===== config.mk =====
export PLATFORM = sky130hd
export DESIGN_NAME = sprite_xor_engine
export DESIGN_NICKNAME = d
export VERILOG_FILES = /design/src/rtl/spr_pkg.sv /design/src/rtl/spr_row_merge.sv /design/src/rtl/spr_addr_gen.sv /design/src/rtl/spr_ctrl.sv /design/src/rtl/sprite_xor_engine.sv
export SDC_FILE = /design/constraint.sdc
export NUM_CORES = 1
export LEC_CHECK = 0
export BUFFER_PORTS_ARGS = -buffer_cell sky130_fd_sc_hd__buf_2
export CAP_MARGIN = 20
export CORE_MARGIN = 2
export CORE_UTILIZATION = 50
export CTS_CLUSTER_SIZE = 12
export DETAILED_ROUTE_END_ITERATION = 16
export PLACE_DENSITY_LB_ADDON = 0.1
export SYNTH_ARGS = -nofsm -noshare
export SYNTH_HDL_FRONTEND = slang
export SYNTH_SLANG_ARGS = --single-unit
export TNS_END_PERCENT = 30

===== constraint.sdc =====
create_clock -name clk -period 2.8 [get_ports clk]
set_input_delay 0.56 -clock clk [delete_from_list [all_inputs] [get_ports clk]]
set_output_delay 0.56 -clock clk [all_outputs]
set_load 0.01 [all_outputs]

===== src/rtl/spr_pkg.sv =====
package spr_pkg;

  typedef enum logic [2:0] {
    ST_IDLE   = 3'd0,
    ST_RD_SPR = 3'd1,
    ST_RD_FB0 = 3'd2,
    ST_RD_FB1 = 3'd3,
    ST_WR_FB0 = 3'd4,
    ST_WR_FB1 = 3'd5,
    ST_DONE   = 3'd6
  } spr_state_e;

  localparam int unsigned PIX_PER_BYTE = 8;
  localparam int unsigned SHIFT_W      = 3;

endpackage


===== src/rtl/spr_row_merge.sv =====
module spr_row_merge
  import spr_pkg::*;
(
  input  logic [7:0]         spr_byte,
  input  logic [SHIFT_W-1:0] shift,
  input  logic [7:0]         old0,
  input  logic [7:0]         old1,
  output logic [7:0]         new0,
  output logic [7:0]         new1,
  output logic               hit0,
  output logic               hit1
);

  logic [15:0] aligned_w;
  logic [7:0]  part_hi;
  logic [7:0]  part_lo;

  always_comb begin
    aligned_w = {spr_byte, 8'h00} >> shift;
    part_hi   = aligned_w[15:8];
    part_lo   = aligned_w[7:0];
  end

  // Per-pixel combine: XOR toggles, AND detects a lit pixel being cleared.
  for (genvar b = 0; b < PIX_PER_BYTE; b++) begin : g_pix
    assign new0[b] = old0[b] ^ part_hi[b];
    assign new1[b] = old1[b] ^ part_lo[b];
  end

  assign hit0 = |(old0 & part_hi);
  assign hit1 = |(old1 & part_lo);

endmodule


===== src/rtl/spr_addr_gen.sv =====
module spr_addr_gen
  import spr_pkg::*;
#(
  parameter int unsigned            ADDR_W        = 12,
  parameter int unsigned            X_W           = 6,
  parameter int unsigned            Y_W           = 5,
  parameter int unsigned            N_W           = 4,
  parameter int unsigned            BYTES_PER_ROW = 8,
  parameter logic [ADDR_W-1:0]      FB_BASE       = 12'hF00
) (
  input  spr_state_e        state,
  input  logic [X_W-1:0]    x_q,
  input  logic [Y_W-1:0]    y_q,
  input  logic [N_W-1:0]    row_q,
  input  logic [ADDR_W-1:0] src_q,
  output logic [ADDR_W-1:0] mem_addr
);

  localparam int unsigned COL_W = X_W - SHIFT_W;

  logic [COL_W-1:0]  col;
  logic [ADDR_W-1:0] line_idx;
  logic [ADDR_W-1:0] fb_addr0;
  logic [ADDR_W-1:0] fb_addr1;
  logic [ADDR_W-1:0] spr_row_addr;

  always_comb begin
    col          = x_q[X_W-1:SHIFT_W];
    line_idx     = ADDR_W'(y_q) + ADDR_W'(row_q);
    fb_addr0     = FB_BASE + line_idx * ADDR_W'(BYTES_PER_ROW) + ADDR_W'(col);
    fb_addr1     = fb_addr0 + ADDR_W'(1);
    spr_row_addr = src_q + ADDR_W'(row_q);
  end

  always_comb begin
    unique case (state)
      ST_RD_SPR:            mem_addr = spr_row_addr;
      ST_RD_FB0, ST_WR_FB0: mem_addr = fb_addr0;
      ST_RD_FB1, ST_WR_FB1: mem_addr = fb_addr1;
      default:              mem_addr = '0;
    endcase
  end

endmodule


===== src/rtl/spr_ctrl.sv =====
module spr_ctrl
  import spr_pkg::*;
(
  input  logic       clk,
  input  logic       rst_n,
  input  logic       start,
  input  logic       n_zero,
  input  logic       aligned,
  input  logic       last_row,
  output spr_state_e state,
  output logic       accept,
  output logic       row_done,
  output logic       busy,
  output logic       done
);

  spr_state_e state_q;
  spr_state_e state_d;

  always_comb begin
    state_d = state_q;
    unique case (state_q)
      ST_IDLE:   if (start) state_d = n_zero ? ST_DONE : ST_RD_SPR;
      ST_RD_SPR: state_d = ST_RD_FB0;
      ST_RD_FB0: state_d = aligned ? ST_WR_FB0 : ST_RD_FB1;
      ST_RD_FB1: state_d = ST_WR_FB0;
      ST_WR_FB0: begin
        if (!aligned)     state_d = ST_WR_FB1;
        else if (last_row) state_d = ST_DONE;
        else               state_d = ST_RD_SPR;
      end
      ST_WR_FB1: state_d = last_row ? ST_DONE : ST_RD_SPR;
      ST_DONE:   state_d = ST_IDLE;
      default:   state_d = ST_IDLE;
    endcase
  end

  always_ff @(posedge clk or negedge rst_n) begin
    if (!rst_n) state_q <= ST_IDLE;
    else        state_q <= state_d;
  end

  assign state    = state_q;
  assign accept   = (state_q == ST_IDLE) && start;
  assign row_done = ((state_q == ST_WR_FB0) && aligned) || (state_q == ST_WR_FB1);
  assign busy     = (state_q != ST_IDLE);
  assign done     = (state_q == ST_DONE);

endmodule


===== src/rtl/sprite_xor_engine.sv =====
module sprite_xor_engine
  import spr_pkg::*;
#(
  parameter int unsigned       ADDR_W     = 12,
  parameter int unsigned       FB_W_PIX   = 64,
  parameter int unsigned       FB_LINES   = 32,
  parameter int unsigned       N_W        = 4,
  parameter int unsigned       RST_STAGES = 2,
  parameter logic [ADDR_W-1:0] FB_BASE    = 12'hF00
) (
  input  logic                        clk,
  input  logic                        rst_n,
  input  logic                        start,
  input  logic [$clog2(FB_W_PIX)-1:0] x_pos,
  input  logic [$clog2(FB_LINES)-1:0] y_pos,
  input  logic [N_W-1:0]              n_rows,
  input  logic [ADDR_W-1:0]           spr_addr,
  output logic [ADDR_W-1:0]           mem_addr,
  output logic                        mem_rd,
  output logic                        mem_wr,
  output logic [7:0]                  mem_wdata,
  input  logic [7:0]                  mem_rdata,
  output logic                        busy,
  output logic                        done,
  output logic                        collision
);

  localparam int unsigned X_W           = $clog2(FB_W_PIX);
  localparam int unsigned Y_W           = $clog2(FB_LINES);
  localparam int unsigned BYTES_PER_ROW = FB_W_PIX / PIX_PER_BYTE;

  // ---------------- reset synchronizer (async assert, sync release)
  logic [RST_STAGES-1:0] rst_pipe;
  logic                  rst_n_int;

  for (genvar s = 0; s < RST_STAGES; s++) begin : g_rst
    if (s == 0) begin : g_first
      always_ff @(posedge clk or negedge rst_n) begin
        if (!rst_n) rst_pipe[s] <= 1'b0;
        else        rst_pipe[s] <= 1'b1;
      end
    end else begin : g_next
      always_ff @(posedge clk or negedge rst_n) begin
        if (!rst_n) rst_pipe[s] <= 1'b0;
        else        rst_pipe[s] <= rst_pipe[s-1];
      end
    end
  end
  assign rst_n_int = rst_pipe[RST_STAGES-1];

  // ---------------- control
  spr_state_e state;
  logic       accept;
  logic       row_done;
  logic       aligned;
  logic       last_row;
  logic       n_zero;

  logic [X_W-1:0]    x_q,    x_d;
  logic [Y_W-1:0]    y_q,    y_d;
  logic [N_W-1:0]    n_q,    n_d;
  logic [ADDR_W-1:0] src_q,  src_d;
  logic [N_W-1:0]    row_q,  row_d;
  logic [7:0]        spr_q,  spr_d;
  logic [7:0]        old0_q, old0_d;
  logic [7:0]        old1_q, old1_d;
  logic              coll_q, coll_d;

  logic              ld_params, ld_spr, ld_old0, ld_old1, ld_row, ld_coll;

  assign n_zero   = (n_rows == '0);
  assign aligned  = (x_q[SHIFT_W-1:0] == '0);
  assign last_row = (row_q == n_q - N_W'(1));

  spr_ctrl u_ctrl (
    .clk      (clk),
    .rst_n    (rst_n_int),
    .start    (start),
    .n_zero   (n_zero),
    .aligned  (aligned),
    .last_row (last_row),
    .state    (state),
    .accept   (accept),
    .row_done (row_done),
    .busy     (busy),
    .done     (done)
  );

  // ---------------- address generation
  spr_addr_gen #(
    .ADDR_W        (ADDR_W),
    .X_W           (X_W),
    .Y_W           (Y_W),
    .N_W           (N_W),
    .BYTES_PER_ROW (BYTES_PER_ROW),
    .FB_BASE       (FB_BASE)
  ) u_addr (
    .state    (state),
    .x_q      (x_q),
    .y_q      (y_q),
    .row_q    (row_q),
    .src_q    (src_q),
    .mem_addr (mem_addr)
  );

  // ---------------- pixel combine
  logic [7:0] old0_eff;
  logic [7:0] new0, new1;
  logic       hit0, hit1;

  // Aligned rows write in the cycle right after the screen read returns.
  assign old0_eff = aligned ? mem_rdata : old0_q;

  spr_row_merge u_merge (
    .spr_byte (spr_q),
    .shift    (x_q[SHIFT_W-1:0]),
    .old0     (old0_eff),
    .old1     (old1_q),
    .new0     (new0),
    .new1     (new1),
    .hit0     (hit0),
    .hit1     (hit1)
  );

  // ---------------- next-state for datapath registers
  always_comb begin
    ld_params = accept;
    ld_row    = accept || row_done;
    ld_spr    = (state == ST_RD_FB0);
    ld_old0   = (state == ST_RD_FB1);
    ld_old1   = (state == ST_WR_FB0) && !aligned;
    ld_coll   = accept || (state == ST_WR_FB0) || (state == ST_WR_FB1);

    x_d    = x_pos;
    y_d    = y_pos;
    n_d    = n_rows;
    src_d  = spr_addr;
    row_d  = accept ? '0 : row_q + N_W'(1);
    spr_d  = mem_rdata;
    old0_d = mem_rdata;
    old1_d = mem_rdata;

    if (accept)                  coll_d = 1'b0;
    else if (state == ST_WR_FB0) coll_d = coll_q | hit0;
    else                         coll_d = coll_q | hit1;
  end

  // ---------------- registers
  always_ff @(posedge clk or negedge rst_n_int) begin
    if (!rst_n_int) begin
      x_q   <= '0;
      y_q   <= '0;
      n_q   <= '0;
      src_q <= '0;
    end else if (ld_params) begin
      x_q   <= x_d;
      y_q   <= y_d;
      n_q   <= n_d;
      src_q <= src_d;
    end
  end

  always_ff @(posedge clk or negedge rst_n_int) begin
    if (!rst_n_int)  row_q <= '0;
    else if (ld_row) row_q <= row_d;
  end

  always_ff @(posedge clk or negedge rst_n_int) begin
    if (!rst_n_int)  spr_q <= '0;
    else if (ld_spr) spr_q <= spr_d;
  end

  always_ff @(posedge clk or negedge rst_n_int) begin
    if (!rst_n_int)   old0_q <= '0;
    else if (ld_old0) old0_q <= old0_d;
  end

  always_ff @(posedge clk or negedge rst_n_int) begin
    if (!rst_n_int)   old1_q <= '0;
    else if (ld_old1) old1_q <= old1_d;
  end

  always_ff @(posedge clk or negedge rst_n_int) begin
    if (!rst_n_int)   coll_q <= 1'b0;
    else if (ld_coll) coll_q <= coll_d;
  end

  // ---------------- memory port
  always_comb begin
    mem_rd    = (state == ST_RD_SPR) || (state == ST_RD_FB0) || (state == ST_RD_FB1);
    mem_wr    = (state == ST_WR_FB0) || (state == ST_WR_FB1);
    mem_wdata = (state == ST_WR_FB1) ? new1 : new0;
  end

  assign collision = coll_q;

endmodule


; ---- After elaboration in Yosys (flattened, before gate mapping)
; Index checks and enable logic that the tools add are counted.
; Widths: inputs -> output; s select.
[op_classes]
add_sub_neg = 7
n_shift = 1
bitwise = 20
n_reduce_logical = 19
mux = 12
n_eq_ne = 8
[op_table]
columns = op, n
row1 = $pmux 12 s3, 1
row2 = $pmux 3 s6, 1
row3 = $and 8x8->8, 2
row4 = $mux 8, 2
row5 = $reduce_or 8->1, 2
row6 = $shr 16x3->16, 1
row7 = $xor 1x1->1, 16
row8 = $mux 3, 5
row9 = $add 12x1->12 const B, 1
row10 = $add 12x12->12 const A, 1
row11 = $add 12x3->12, 1
row12 = $add 12x4->12, 1
row13 = $eq 3x3->1 const B, 3
row14 = $logic_or 1x1->1, 7
row15 = $add 5x4->6, 1
row16 = $eq 3x2->1 const B, 2
row17 = $logic_not 3->1, 2
row18 = $add 4x1->4 const B, 1
row19 = $eq 4x4->1, 1
row20 = $logic_not 4->1, 1
row21 = $mux 4, 1
row22 = $reduce_or 2->1, 2
row23 = $sub 4x1->4 const B, 1
row24 = $eq 3x1->1 const B, 1
row25 = other kinds (6), 10
[word_totals]
output_inout_bits = 25
input_bits = 38
regBits = 61

; ---- Longest topological paths before layout
; Gate-level depths: netlist (run 1).
[logic_depth]
word_depth = 7
depth_mapped = 11
depth_no_buf = 10

; ---- Cells and area by module
; A second synthesis (run 1) with hierarchy kept.
[unflattened]
hier_cells = 363
hier_area_um2 = 4132.7
[by_module_without_submodules]
columns = mod, area_each_um2, instances, cells_per_inst
row1 = sprite_xor_engine, 2514.9, 1, 168
row2 = spr_addr_gen, 757.0, 1, 97
row3 = spr_row_merge, 625.6, 1, 72
row4 = spr_ctrl, 235.2, 1, 26

; ---- Least setup slack after synthesis (run 1)
; OpenSTA, ideal clock, no wires.
[synth_timing]
kind = reg2out
start = reg row_q[0]
end = out mem_addr[8]
required_time_ps = 2240
arrival_time_ps = 1998
stages_incl_launch_ff = 8
n_path_buf = 0
setup_slack_ps = 242
cell_sequence = dfrtp_1 > ha_1 > fa_1 > a21o_1 > a21oi_1 > nor2_1 > xnor2_1 > o21ai_0
[synth_between]
elab_chain_len = 5
[synth_lines]
columns = element, line_no
row1 = from (decl), sprite_xor_engine.sv:63  ; logic [N_W-1:0] row_q, row_d;
row2 = from (signal assigned), sprite_xor_engine.sv:165  ; else if (ld_row) row_q <= row_d;
row3 = $add 5x4->6, spr_addr_gen.sv:29  ; line_idx = ADDR_W'(y_q) + ADDR_W'(row_q);
row4 = $add 12x12->12, spr_addr_gen.sv:30  ; fb_addr0 = FB_BASE + line_idx * ADDR_W'(BYTES_PER_ROW) + ADDR_W'(col);
row5 = $add 12x3->12, spr_addr_gen.sv:30
row6 = $add 12x1->12, spr_addr_gen.sv:31  ; fb_addr1 = fb_addr0 + ADDR_W'(1);
row7 = $pmux 12 s3 (*), spr_addr_gen.sv:36  ; unique case (state)
row8 = to (decl), sprite_xor_engine.sv:18  ; output logic [ADDR_W-1:0] mem_addr,
; Every way passes the cells marked *; elsewhere a longest branch is shown, timed or not.

; ---- Worst setup path after layout (run 1)
[layout_timing]
start = reg row_q[0]
end = out mem_addr[11]
; The elaborated chain is that of the path after synthesis.

==> qor.csv, run 1 <==
stage;metric;value;unit
layout;drive_gt1_share;43.0;%
synth;async_flop_share;100;%
synth;ys_seq_area_share;39.0;%
clocking;path_clk_slew;0.07;ns
drt;drt_iter0_drc;124;
sta;min_period;3.02;ns
run_status;violations;negative setup slack;
grt;met2_usage;40.1;%
sta;finalHoldViolations;0;
drt;antenna_left;0;
synth;avgSynthCellArea;10.7;sq um
sta;post-route-period-util;108;%
placed_design;dp_hpwl;6710;um
layout;finish.net_count;514;
clocking;cts_tree;built;
power_and_ir_drop;power;6.10;mW
sta;rsz0062_at_grt;true;
setup_path;critPathLaunchType;flip-flop;
power_and_ir_drop;ir_drop;0.000828;V
grt;overflow;0;
sta;whs;0.351;ns
drt;avgViaCountPerCell;5.52;
flow_run;maxCapViolCount;0;
floorplanning;die_height;92.5;um
power_and_ir_drop;p_leak;2.18;nW
grt;track_usage;21.9;%
synth;synthTopCellsByCount;dfrtp_1, mux2_2, nand2_1;
floorplanning;initial_utilization;51.2;%
sta;setup_ws;-0.216;ns
synth;synth_cell_type_count;46;
sta;skew;0.00921;ns
sta;setup_viol;10;
synth;syn-cell-area;3920;sq um
clocking;cts_buffer_depth;2;
sta;worst_pin_slew;0.777;ns
floorplanning;io_pins;63;
setup_path;cp_data_arrival_time;2.46;ns
layout;area_growth;23.6;%
power_and_ir_drop;power_density;1260;nW/um^2
worst_hold_path;hold_class;flip-flop to flip-flop;
sta;timing.final.max_slew_violations;0;
clocking;cts-root-buf;clkbuf_8;
floorplanning;die_area;8550;sq um
placed_design;globalplace.congestion;0.879;
layout;antenna_cells;0;
synth;synth-edff-count;0;
grt;grt_util_met1;26.0;%
synth;yosys_warnings;0;
clocking;numCtsBuffers;9;
clocking;h-tree-depth;3;
floorplanning;rows;32;
clocking;clock_latency;0.34;ns
drt;totalWireLength;9180;um
grt;grt_pass1_vias;3097;
synth;synth_most_common_cell;dfrtp_1;
drt;wl_per_cell;16.5;um
synth;synth_flop_cell;dfrtp_1;
grt;grt_max_degree;60;
layout;final_area;4840;sq um
drt;first_pass_iters;5;
grt;grt_pass1_wl;14600;um
placed_design;port_buffers;62;
drt;vias;3065;
floorplanning;die_w;92.5;um
floorplanning;core;7650;sq um
synth;synth.top_cells.by_area;dfrtp_1, mux2_2, ha_1, xnor2_1, nand2_1;
grt;use_met3;3.66;%
synth;synth_top_area_cell;dfrtp_1;
setup_path;critPathMaxStageDelay;0.40;ns
synth;synth_nets;433;
synth;synth_seq_cells;61;
drt;drc;0;
setup_path;required;2.24;ns
setup_path;path_class;flip-flop to output pin;
setup_path;regToRegSetupSlack;0.49;ns
setup_path;crit_path_top_delay_cell;dfrtp_1;
layout;fillers;672;
setup_path;cp_cell_sequence;ha_2 > fa_2 > a21o_1 > a21oi_2 > xor2_2 > buf_4 > o311ai_4 > o21ai_1 > buf_2;
synth;yosysTopAreaCellShare;39.0;%
run_status;outcome;finished with violations;
synth;syn_inst;367;
setup_path;end_kind;output pin;
clocking;cts.sink_count;61;
grt;antenna_found_initial;0;
setup_path;critical_path.max_fanout;3;
sta;slew_headroom;48.2;%
placed_design;dpl_cell_area;4380;sq um
placed_design;dp_slack;0.0345;ns
grt;busiest_layer;met2;
sta;clock.fmax;332;MHz
-- per-stage QoR --
stage          util [%]  cells  setup TNS [ns]
3_5_place_dp       57.2    531               0
4_1_cts            61.3    550           -1.31
6_report           63.3    555           -1.16
2_1_floorplan         -    367               0
5_1_grt            63.3    555           -2.51
3_3_place_gp       57.2    531               0
-- state kept, by name, indices dropped and copies added (netlist names) --
name          cells
x_q               6
row_q             4
rst_n_int         1
rst_pipe          1
collision         1
y_q               5
n_q               4
old1_q            8
spr_q             8
old0_q            8
src_q            12
u_ctrl.state      3
-- placed cells by master, fill, tap and decap left out, types with 3 or more instances in the layout --
cell / netlist / routed
nor3_4: 2 / 3
nand4_1: 4 / 4
mux2i_2: 0 / 3
and3_1: 5 / 4
buf_2: 5 / 62
xnor2_1: 17 / 16
mux2i_1: 8 / 5
dfrtp_2: 0 / 3
nor4_1: 3 / 3
ha_1: 26 / 21
nand3_1: 7 / 6
nor2_2: 3 / 3
buf_4: 5 / 20
dfrtp_1: 61 / 58
o21ai_1: 1 / 8
clkinvlp_4: 0 / 3
clkbuf_8: 0 / 11
a21oi_1: 13 / 11
nand2_1: 28 / 28
ha_4: 0 / 3
inv_1: 11 / 11
mux2_1: 8 / 8
nor3_1: 5 / 4
a21o_1: 3 / 3
o21ai_0: 15 / 8
mux2_2: 58 / 58
xor2_1: 11 / 9
o22ai_1: 12 / 12
nor2_1: 24 / 24
-- where the power goes --
part	leakage, nW	internal [mW]	switching [mW]	total [mW]
sequential	0.735	1.29	0.392	1.68
combinational	1.34	1.77	1.73	3.50
clock	0.108	0.550	0.373	0.923
-- per-layer routing --
metal | share of wire [%] | routed length [um]
met3 | 4.3 | 396
met4 | 1.3 | 119
met5 | 0 | 0
met2 | 53 | 4820
met1 | 42 | 3840
-- worst max-delay path, delay by kind of cell (launching register included) --
kind / cells / cell delay (ns)
AO/OA/AOI/OAI: 4 / 0.74
adder cells (fa/ha/maj): 2 / 0.55
flip-flops: 1 / 0.40
buffers and inverters: 2 / 0.31
XOR/XNOR: 1 / 0.11
-- final cells by class --
class	count	area, sq um	share of cell area (%)
Sequential cell	61	1530	31.6
Clock inverter	5	82.6	1.71
Tap cell	102	128	2.64
Multi-Input combinational cell	279	2410	49.8
Clock buffer	11	151	3.13
Timing Repair Buffer	85	493	10.2
Inverter	12	45.0	0.931
-- worst paths after layout --
| path | startpoint | to | cells past startpoint |
|---|---|---|---|
| worst max-delay path | row_q[0]$_DFFE_PN0P_ | mem_addr[11] | 9 |
| worst min-delay path | rst_pipe[0]$_DFF_PN0_ | rst_n_int$_DFF_PN0_ | 0 |
| worst max register to register | x_q[0]$_DFFE_PN0P_ | collision$_DFFE_PN0P_ | 8 |
| worst min register to register | rst_pipe[0]$_DFF_PN0_ | rst_n_int$_DFF_PN0_ | 0 |
| max in group asynchronous | rst_n_int$_DFF_PN0_ | x_q[0]$_DFFE_PN0P_ | 1 |
| min in group asynchronous | rst_n_int$_DFF_PN0_ | n_q[2]$_DFFE_PN0P_ | 1 |
-- timing repair --
action / in CTS / in global routing
pin swaps: 4 / 16
setup buffers: 2 / 5
endpoints found under the setup margin: 15 / 16
endpoints found under the hold margin: 2 / 0
hold buffers: 1 / 0
gates resized for setup: 16 / 21
-- kinds of logic (layout without fill, tap and decap cells) --
logic type                 count (synthesis)  count (layout)  synth area share, %
and+or+nand+nor                           93              93                 12.2
muxes                                     74              74                 21.0
DFF                                       61              61                 39.0
AOI/OAI and AO/OA                         55              55                 8.63
adders and majority gates                 28              28                 9.33
xor gates and xnor gates                  28              28                 6.26
buffers and inverters                     27             113                 3.42
other                                      1               1               0.0958
(Power assumes the default switching activity.)
==> inputs of run 2 (changes only) <==
Settings changed: CORE_ASPECT_RATIO set to 0.75, SETUP_SLACK_MARGIN set to 0.15.
==> run 2 against run 1 <==
Compared with the run above: the flow still finishes with violations (negative setup slack); maximum frequency increased by 0.78%; non-clock buffer count decreased by 8; combinational power rose by 1%; power up 0.36%; wire length rose by 4.3%; final area down 0.70%; count of clock-buffer cells in the layout decreased by 1; sequential cell count unchanged; global-route usage up 1.9 points; clock skew shrank 0.00092 ns; critical endpoint is now mem_addr[10].
==> qor.csv, run 2 (synthesis gave the netlist of run 1 again) <==
stage;metric;value;unit;change
sta;slew_headroom;58.5;%;was 48.2%
power_and_ir_drop;p_seq_share;28.5;%;was 27.5%
setup_path;critPathLaunchType;flip-flop;;unchanged
grt;antenna_found_initial;0;;unchanged
floorplanning;die_height;80.6;um;was 92.5 um
clocking;cts-root-buf;clkbuf_8;;unchanged
sta;rsz0062_at_grt;true;;unchanged
setup_path;cp_cell_sequence;ha_4 > fa_2 > a21o_1 > a21oi_2 > xor2_2 > o311ai_2 > o21ai_1 > buf_2;;was ha_2 > fa_2 > a21o_1 > a21oi_2 > xor2_2 > buf_4 > o311ai_4 > o21ai_1 > buf_2
layout;final_area;4810;sq um;was 4840 sq um
layout;finish.net_count;507;;was 514
setup_path;worstRegToRegCells;7;;was 8
drt;antenna_left;0;;unchanged
power_and_ir_drop;pwr-share-comb;57.9;%;was 57.4%
floorplanning;initial_utilization;52.4;%;was 51.2%
clocking;cts.sink_count;61;;unchanged
layout;drive_gt1_share;43.3;%;was 43.0%
drt;vias;3064;;was 3,065
grt;overflow;0;;unchanged
clocking;cts_tree;built;;unchanged
layout;utilization;64.4;%;was 63.3%
power_and_ir_drop;power_density;1270;nW/um^2;was 1260 nW/um^2
setup_path;critPathTopFamily;compound AO/OA/AOI/OAI gates;;unchanged
layout;final_common_cell;buf_2;;unchanged
clocking;path_clk_slew;0.08;ns;was 0.07 ns
clocking;cts_buffer_depth;2;;unchanged
run_status;outcome;finished with violations;;unchanged
floorplanning;die_area;8560;sq um;was 8550 sq um
sta;min_period;2.99;ns;was 3.02 ns
power_and_ir_drop;p_sw;2.63;mW;was 2.50 mW
run_status;violations;negative setup slack;;unchanged
setup_path;cp_num_buf_inv;1;;was 2
placed_design;port_buffers;62;;unchanged
grt;grt_pass1_wl;15200;um;was 14,600 um
sta;setup_tns;-1.63;ns;was -1.16 ns
clocking;clock_latency;0.36;ns;was 0.34 ns
floorplanning;die_w;106;um;was 92.5 um
power_and_ir_drop;clkPwrFrac;13.6;%;was 15.1%
power_and_ir_drop;ir_drop;0.000601;V;was 0.000828 V
setup_path;path_depth;8;;was 9
layout;antenna_cells;0;;unchanged
placed_design;dpl_cell_area;4370;sq um;was 4380 sq um
power_and_ir_drop;p_int;3.50;mW;was 3.61 mW
drt;wl_per_cell;17.5;um;was 16.5 um
layout;largest_register_ffs;12;;unchanged
sta;setup_viol;14;;was 10
clocking;h-tree-depth;3;;unchanged
floorplanning;core;7470;sq um;was 7650 sq um
grt;grt_max_degree;35;;was 60
setup_path;path_class;flip-flop to output pin;;unchanged
drt;first_pass_iters;5;;unchanged
sta;whs;0.291;ns;was 0.351 ns
drt;drc;0;;unchanged
floorplanning;io_pins;63;;unchanged
setup_path;cp_data_arrival_time;2.43;ns;was 2.46 ns
sta;setup_ws;-0.193;ns;was -0.216 ns
grt;grt_pass1_vias;2883;;was 3,097
sta;worst_pin_slew;0.623;ns;was 0.777 ns
grt;track_usage;23.8;%;was 21.9%
layout;fillers;590;;was 672
sta;finalHoldViolations;0;;unchanged
power_and_ir_drop;p_leak;2.16;nW;was 2.18 nW
sta;post-route-period-util;107;%;was 108%
setup_path;required;2.24;ns;about the same
layout;top_register;src_q;;unchanged
floorplanning;rows;27;;was 32
clocking;numCtsBuffers;9;;unchanged
layout;area_growth;22.8;%;was 23.6%
layout;final_cell_mix;buf_2, mux2_2, dfrtp_1;;unchanged
placed_design;dp_hpwl;7010;um;was 6710 um
setup_path;regToRegEndpoint;collision$_DFFE_PN0P_;;unchanged
drt;drt_iter0_drc;182;;was 124
flow_run;maxCapViolCount;0;;unchanged
placed_design;globalplace.congestion;0.865;;was 0.879
setup_path;end_kind;output pin;;unchanged
worst_hold_path;hold_class;flip-flop to async pin;;was flip-flop to flip-flop
setup_path;crit_path_top_delay_cell;dfrtp_2;;was dfrtp_1
setup_path;r2r-start;x_q[0]$_DFFE_PN0P_;;unchanged
sta;timing.final.max_slew_violations;0;;unchanged
power_and_ir_drop;sw_frac_of_total;42.9;%;was 40.9%
setup_path;critical_path.max_fanout;3;;unchanged
setup_path;regToRegSetupSlack;0.35;ns;was 0.49 ns
drt;totalWireLength;9570;um;was 9180 um
sta;skew;0.00830;ns;was 0.00921 ns
sta;clock.fmax;334;MHz;was 332 MHz
setup_path;critPathMaxStageDelay;0.44;ns;was 0.40 ns
drt;avgViaCountPerCell;5.60;;was 5.52
==> run 2: layout make-up <==
cell class	instances	area [sq um]	area share, %
Clock buffer	10	138	2.86
Clock inverter	6	71.3	1.48
Inverter	12	45.0	0.937
Multi-Input combinational cell	280	2440	50.7
Sequential cell	61	1540	31.9
Tap cell	101	126	2.63
Timing Repair Buffer	77	454	9.45
==> run 2: worst max path at each step <==
stage / slack (ns) / start / endpoint
after floorplan: 0.24 / row_q[0]$_DFFE_PN0P_ / mem_addr[8]
after global routing: -0.32 / y_q[0]$_DFFE_PN0P_ / mem_addr[7]
after CTS: -0.19 / y_q[0]$_DFFE_PN0P_ / mem_addr[11]
after global placement: 0.05 / row_q[0]$_DFFE_PN0P_ / mem_addr[11]
final: -0.19 / y_q[0]$_DFFE_PN0P_ / mem_addr[10]
after detailed placement: 0.07 / row_q[0]$_DFFE_PN0P_ / mem_addr[10]
==> run 2: timing repair <==
action,CTS,global route
hold buffers,1,0
endpoints found under the hold margin,2,0
pin swaps,10,4
gates cloned,1,0
buffers inserted,3,0
setup endpoints to repair,16,18
resized for setup,30,17
==> run 2: metrics by stage <==
step / std cells / power (mW) / setup WS [ns]
5_1_grt: 547 / 6.58 / -0.321
3_5_place_dp: 526 / 4.93 / 0.0698
2_1_floorplan: 367 / 3.97 / 0.242
6_report: 547 / 6.12 / -0.193
3_3_place_gp: 526 / 4.86 / 0.0547
4_1_cts: 547 / 5.98 / -0.193
==> run 2: metal layers <==
metal,part of all wire (%),track usage [%],up-vias
li1,-,-,1467
met3,6.6,7.39,11
met2,39,31.5,121
met4,0.96,6.32,0
met5,0,0,-
met1,53,36.6,1465
==> run 2: worst reg2reg max path, stage by stage (launching register included) <==
cell	delay (ns)
dfrtp_2	0.54
nor3_4	0.37
mux2_2	0.38
ha_1	0.20
nor4_1	0.49
nand3_1	0.15
a21oi_1	0.17
nor2_1	0.05
==> run 2: power groups by stage <==
stage	Combinational (mW)	Clock (mW)	Sequential, mW
2_1_floorplan	2.45	0	1.52
3_3_place_gp	3.17	0	1.69
3_5_place_dp	3.23	0	1.70
4_1_cts	3.41	0.857	1.71
5_1_grt	3.89	0.892	1.80
6_report	3.55	0.832	1.74
